<file path="src/rtl/h2c_mailbox_writer.sv">
module h2c_mailbox_writer #(
  parameter int ADDR_W = 12,
  parameter logic [ADDR_W-1:0] PEND_ADDR = 'h0E0,
  parameter logic [ADDR_W-1:0] STAT_BASE = 'h0E4,
  parameter logic [ADDR_W-1:0] EXT_BASE  = 'h0E8,
  parameter logic [ADDR_W-1:0] BOX_BASE  = 'h0F0,
  parameter int MAX_POLLS = 100,
  parameter int RETRY_DLY = 8
) (
  input  logic              clk,
  input  logic              rst_n,
  input  logic              cmd_valid,
  output logic              cmd_ready,
  input  logic [7:0]        cmd_id,
  input  logic [2:0]        cmd_len,
  input  logic [39:0]       cmd_payload,
  output logic              busy,
  output logic              done_ok,
  output logic              done_fail,
  output logic              bus_req,
  output logic              bus_we,
  output logic [ADDR_W-1:0] bus_addr,
  output logic [7:0]        bus_wdata,
  input  logic [7:0]        bus_rdata,
  input  logic              bus_ack
);
  localparam int PW = $clog2(MAX_POLLS + 1);
  localparam int DW = $clog2(RETRY_DLY + 1);

  typedef enum logic [2:0] {S_IDLE, S_PEND, S_STAT, S_WAIT, S_WRITE} st_t;

  st_t         st;
  logic [1:0]  slot_q;
  logic [7:0]  id_q;
  logic        ext_q;
  logic [39:0] pay_q;
  logic [39:0] pay_m;
  logic [PW-1:0] polls_q;
  logic [DW-1:0] dly_q;
  logic [2:0]  wi_q;
  logic        pend_q;
  logic [7:0]  mb [4];

  wire len_ok = (cmd_len != 3'd0) && (cmd_len <= 3'd5);

  assign busy      = (st != S_IDLE);
  assign cmd_ready = !busy;
  assign bus_req   = (st == S_PEND) || (st == S_STAT) || (st == S_WRITE);
  assign bus_we    = (st == S_WRITE);

  always_comb begin
    for (int k = 0; k < 5; k++)
      pay_m[8*k +: 8] = (3'(k) < cmd_len) ? cmd_payload[8*k +: 8] : 8'h00;
  end

  assign mb[0] = {ext_q, id_q[6:0]};
  assign mb[1] = ext_q ? pay_q[23:16] : pay_q[7:0];
  assign mb[2] = ext_q ? pay_q[31:24] : pay_q[15:8];
  assign mb[3] = ext_q ? pay_q[39:32] : pay_q[23:16];

  always_comb begin
    bus_addr  = PEND_ADDR;
    bus_wdata = 8'h00;
    case (st)
      S_STAT: bus_addr = STAT_BASE + ADDR_W'(slot_q);
      S_WRITE: begin
        if (wi_q < 3'd2) begin
          bus_addr  = EXT_BASE + ADDR_W'({slot_q, 1'b0}) + ADDR_W'(wi_q);
          bus_wdata = wi_q[0] ? pay_q[15:8] : pay_q[7:0];
        end else begin
          bus_addr  = BOX_BASE + ADDR_W'({slot_q, 2'b00}) + ADDR_W'(wi_q - 3'd2);
          bus_wdata = mb[2'(wi_q - 3'd2)];
        end
      end
      default: ;
    endcase
  end

  always_ff @(posedge clk) begin
    if (!rst_n) begin
      st <= S_IDLE; slot_q <= '0; id_q <= '0; ext_q <= 1'b0; pay_q <= '0;
      polls_q <= '0; dly_q <= '0; wi_q <= '0; pend_q <= 1'b0;
      done_ok <= 1'b0; done_fail <= 1'b0;
    end else begin
      done_ok   <= 1'b0;
      done_fail <= 1'b0;
      case (st)
        S_IDLE: if (cmd_valid) begin
          if (!len_ok) done_fail <= 1'b1;
          else begin
            id_q <= cmd_id; ext_q <= (cmd_len >= 3'd4); pay_q <= pay_m;
            polls_q <= '0; st <= S_PEND;
          end
        end
        S_PEND: if (bus_ack) begin
          pend_q <= bus_rdata[slot_q];
          st <= S_STAT;
        end
        S_STAT: if (bus_ack) begin
          if (!pend_q && bus_rdata == 8'h00) begin
            wi_q <= ext_q ? 3'd0 : 3'd2;
            st <= S_WRITE;
          end else if (polls_q == PW'(MAX_POLLS - 1)) begin
            done_fail <= 1'b1;
            st <= S_IDLE;
          end else begin
            polls_q <= polls_q + 1'b1;
            dly_q <= '0;
            st <= S_WAIT;
          end
        end
        S_WAIT: begin
          if (dly_q == DW'(RETRY_DLY - 1)) st <= S_PEND;
          else dly_q <= dly_q + 1'b1;
        end
        S_WRITE: if (bus_ack) begin
          if (wi_q == 3'd5) begin
            done_ok <= 1'b1;
            slot_q <= slot_q + 2'd1;
            st <= S_IDLE;
          end else wi_q <= wi_q + 3'd1;
        end
        default: st <= S_IDLE;
      endcase
    end
  end
endmodule

</file>
<file path="config.mk">
export PLATFORM = sky130hd
export DESIGN_NAME = h2c_mailbox_writer
export DESIGN_NICKNAME = d
export VERILOG_FILES = /design/src/rtl/h2c_mailbox_writer.sv
export SDC_FILE = /design/constraint.sdc
export NUM_CORES = 1
export LEC_CHECK = 0
export ABC_AREA = 1
export BUFFER_PORTS_ARGS = -buffer_cell sky130_fd_sc_hd__buf_2
export CORE_MARGIN = 10
export CORE_UTILIZATION = 49
export DETAILED_ROUTE_END_ITERATION = 7
export MAX_ROUTING_LAYER = met4
export PLACE_DENSITY = 0.75
export SKIP_CTS_REPAIR_TIMING = 1
export SYNTH_ARGS = -nofsm -noshare
export SYNTH_HDL_FRONTEND = slang
export SYNTH_SLANG_ARGS = --single-unit
</file>
<file path="constraint.sdc">
create_clock -name clk -period 2.05 [get_ports clk]
set_input_delay 0 -clock clk [delete_from_list [all_inputs] [get_ports clk]]
set_output_delay 0 -clock clk [all_outputs]
set_load 0.005 [all_outputs]
</file>
==> impl_metrics.toml <==
[run_status]
status = "finished with violations"
violations = "hold timing"

[final_layout]
drive_above_1_share = 0.180
nNetsFinal = 815
area_growth_pct = 30.5
diodes = 0
fin_util = 0.649

[placement]
gp_congestion = 0.880
port_buffers = 84
dpl.hpwl_mm = 8.57

[flow_run]
maxCapViolations = 0

[routing]
drt_first_iter_violations = 301
vias_per_cell = 5.32
wl_per_cell_um = 14.4
drcViolationCount = 0
dr_total_vias = 4522
wl_mm = 12.2
ant_nets = 0
dr.pass1.iters = 5

[clocking]
cts_sinks = 70
worstSkewPairLatency_ns = 0.35
clock_path_buffers = 2
clk_pin_slew_ns = 0.08
cts.root.buffer_cell = "clkbuf_8"
cts_buffers = 9
htreeDepth = 3
cts_tree = "yes"

[setup_path]
path_delay_family = "adder cells"
rrSetupSlack_ns = 0.25
r2r_cells = 8
critPathRequiredTime_ns = 2.05
path_max_fanout = 5
r2r_start = "st[0]$_SDFFE_PN0P_"
cp_num_buf_inv = 3
crit_path_start = "wi_q[1]$_SDFFE_PN0P_"
r2r-end = "pay_q[16]$_SDFFE_PN0P_"
cp.depth = 7
critical_path.endpoint_type = "output pin"
cp-endpoint = "bus_addr[3]"
worstSetupPathType = "reg2out"
arrival_ns = 1.93
cp_slowest_cell = "dfxtp_2"
startpoint_type = "flop"
max_stage_delay_ns = 0.36
crit_chain = "clkinv_4 > ha_1 > inv_1 > ha_2 > or2_2 > a221oi_2 > buf_2"

[floorplan]
start_util = 0.498
die_area_um2 = 12200
fp-row-count = 33
dieHeight_um = 111
die_x_um = 111
core-area_um2 = 8090
io_pins = 89

[yosys]
syn-cell-area_um2 = 4030
avgSynthCellArea_um2 = 6.54
seq_area_frac_synth = 0.348
synthCells = 616
ys_seq_elements = 70
synth.distinct_cells = 32
yosys_warnings = 0

[timing]
finalHoldViolations = 2
max_freq_ghz = 0.517
period_share = 0.943
hold_slack_ns = -0.0125
post-route-min-period_ns = 1.93
drv_slew = 0
setup_viol = 0
max_slew.worst_pin.slew_ns = 0.795
slew_headroom = 0.470
clock_skew_ns = 0.0107

[global_routing]
antenna_found_initial = 0
grt_pass1_wl_mm = 18.9
grt_usage = 0.184
overflow = 0
grt_max_degree = 49
grt_pass1_vias = 3989

[min_path]
hp-class = "in2reg"
min_path_cells = 3

[power_and_ir_drop]
powerDensity_nw_per_um2 = 889
vdd_ir_drop_max_mv = 0.442
leakage_nw = 2.20
-- registers in the layout (all words and copies together), names as in the netlist --
| name | cells |
|---|---|
| done_ok | 1 |
| slot_q | 2 |
| pay_q | 40 |
| id_q | 7 |
| wi_q | 3 |
| polls_q | 7 |
| done_fail | 1 |
| pend_q | 1 |
| dly_q | 4 |
| st | 3 |
| ext_q | 1 |
-- cell usage in the layout, fill, tap and decap left out, types with 3 or more instances in the layout --
cell	instances
nand2_1	140
clkbuf_8	12
o211ai_1	9
buf_2	84
nor3_1	3
nand3_2	3
o21ai_0	48
inv_1	50
nor2_1	59
dlygate4sd3_1	48
buf_4	11
dfxtp_1	68
ha_1	8
nand3_1	71
inv_2	5
conb_1	3
a21oi_1	89
-- cell type report --
class,count,area [um^2]
multi-input combinational,458,2270
timing repair buffer,144,1000
tap,105,131
sequential,70,1410
inverter,57,220
clock buffer,12,165
clock inverter,4,53.8
fill,721,2840
-- through the flow --
| step | cell area [um^2] | setup WS, ns | power (mW) | cells | setup TNS, ns |
|---|---|---|---|---|---|
| after global routing | 5260 | -0.00261 | 5.01 | 850 | -0.00261 |
| after global placement | 4500 | 0.276 | 3.32 | 785 | 0 |
| final | 5260 | 0.116 | 4.67 | 850 | 0 |
| after floorplan | 4040 | 0.0228 | 2.95 | 618 | 0 |
| after CTS | 4720 | -0.122 | 4.56 | 801 | -0.122 |
| after detailed placement | 4500 | 0.265 | 3.35 | 785 | 0 |
-- kinds of logic (layout without fill, tap and decap cells) --
family | after synthesis | after routing | synth area share
compound gates | 155 | 155 | 0.203
other cells | 1 | 3 | 0.000931
flops | 70 | 70 | 0.348
buf+inv | 90 | 217 | 0.0973
fa+ha+maj | 12 | 12 | 0.0392
simple gates | 284 | 284 | 0.303
xor+xnor | 4 | 4 | 0.00870
-- tightest hold or removal path: cells and delay by family --
kind | cells | cell delay, ns
buffers and inverters | 1 | 0.14
AND/OR/NAND/NOR | 1 | 0.09
AO/OA/AOI/OAI | 1 | 0.06
-- worst min path at each step --
stage / startpoint / end
floorplan: cmd_id[0] / id_q[0]$_SDFFE_PN0P_
global placement: cmd_id[1] / id_q[1]$_SDFFE_PN0P_
detailed placement: cmd_id[1] / id_q[1]$_SDFFE_PN0P_
CTS: cmd_id[6] / id_q[6]$_SDFFE_PN0P_
global route: cmd_len[2] / ext_q$_SDFFE_PN0P_
finish: bus_ack / done_fail$_SDFF_PN0_
-- Yosys cell counts --
| cell type | n | area share |
|---|---|---|
| o21ai_0 | 48 | 0.060 |
| buf_6 | 4 | 0.011 |
| clkinv_1 | 1 | 0.00093 |
| a221oi_1 | 1 | 0.0022 |
| a31oi_1 | 2 | 0.0031 |
| or2_2 | 2 | 0.0031 |
| nor3b_1 | 2 | 0.0037 |
| xnor2_1 | 2 | 0.0044 |
| nand3_2 | 3 | 0.0075 |
| ha_1 | 11 | 0.034 |
| fa_1 | 1 | 0.0050 |
| dfxtp_1 | 70 | 0.35 |
| nand2_2 | 1 | 0.0016 |
| inv_1 | 51 | 0.048 |
| xor2_1 | 2 | 0.0044 |
| conb_1 | 1 | 0.00093 |
| nor2_4 | 2 | 0.0056 |
| nand2_1 | 140 | 0.13 |
| clkbuf_1 | 18 | 0.017 |
| nand3_1 | 71 | 0.088 |
| inv_2 | 5 | 0.0047 |
| a32o_1 | 1 | 0.0025 |
| o21ai_1 | 1 | 0.0012 |
| a21o_1 | 2 | 0.0037 |
| buf_4 | 4 | 0.0075 |
| nor3_1 | 3 | 0.0037 |
| o211ai_1 | 9 | 0.017 |
| buf_2 | 7 | 0.0087 |
| a21oi_1 | 89 | 0.11 |
| nor2_1 | 59 | 0.055 |
| o22ai_1 | 2 | 0.0031 |
| nor3_4 | 1 | 0.0040 |
-- per-layer routing --
| metal | vias up | global-route usage | wire length, um | share of wire |
|---|---|---|---|---|
| met3 | 14 | 0.0384 | 761 | 0.062 |
| met4 | 0 | 0.0417 | 121 | 0.0099 |
| met1 | 2073 | 0.244 | 5450 | 0.45 |
| met5 | - | - | 0 | 0 |
| met2 | 154 | 0.281 | 5890 | 0.48 |
| li1 | 2281 | - | - | - |
-- power by group --
part	internal, mW	total (mW)	switching (mW)
combinational	0.641	1.71	1.06
sequential	1.57	1.75	0.178
clock	0.664	1.22	0.553
(Power assumes the default switching activity.)
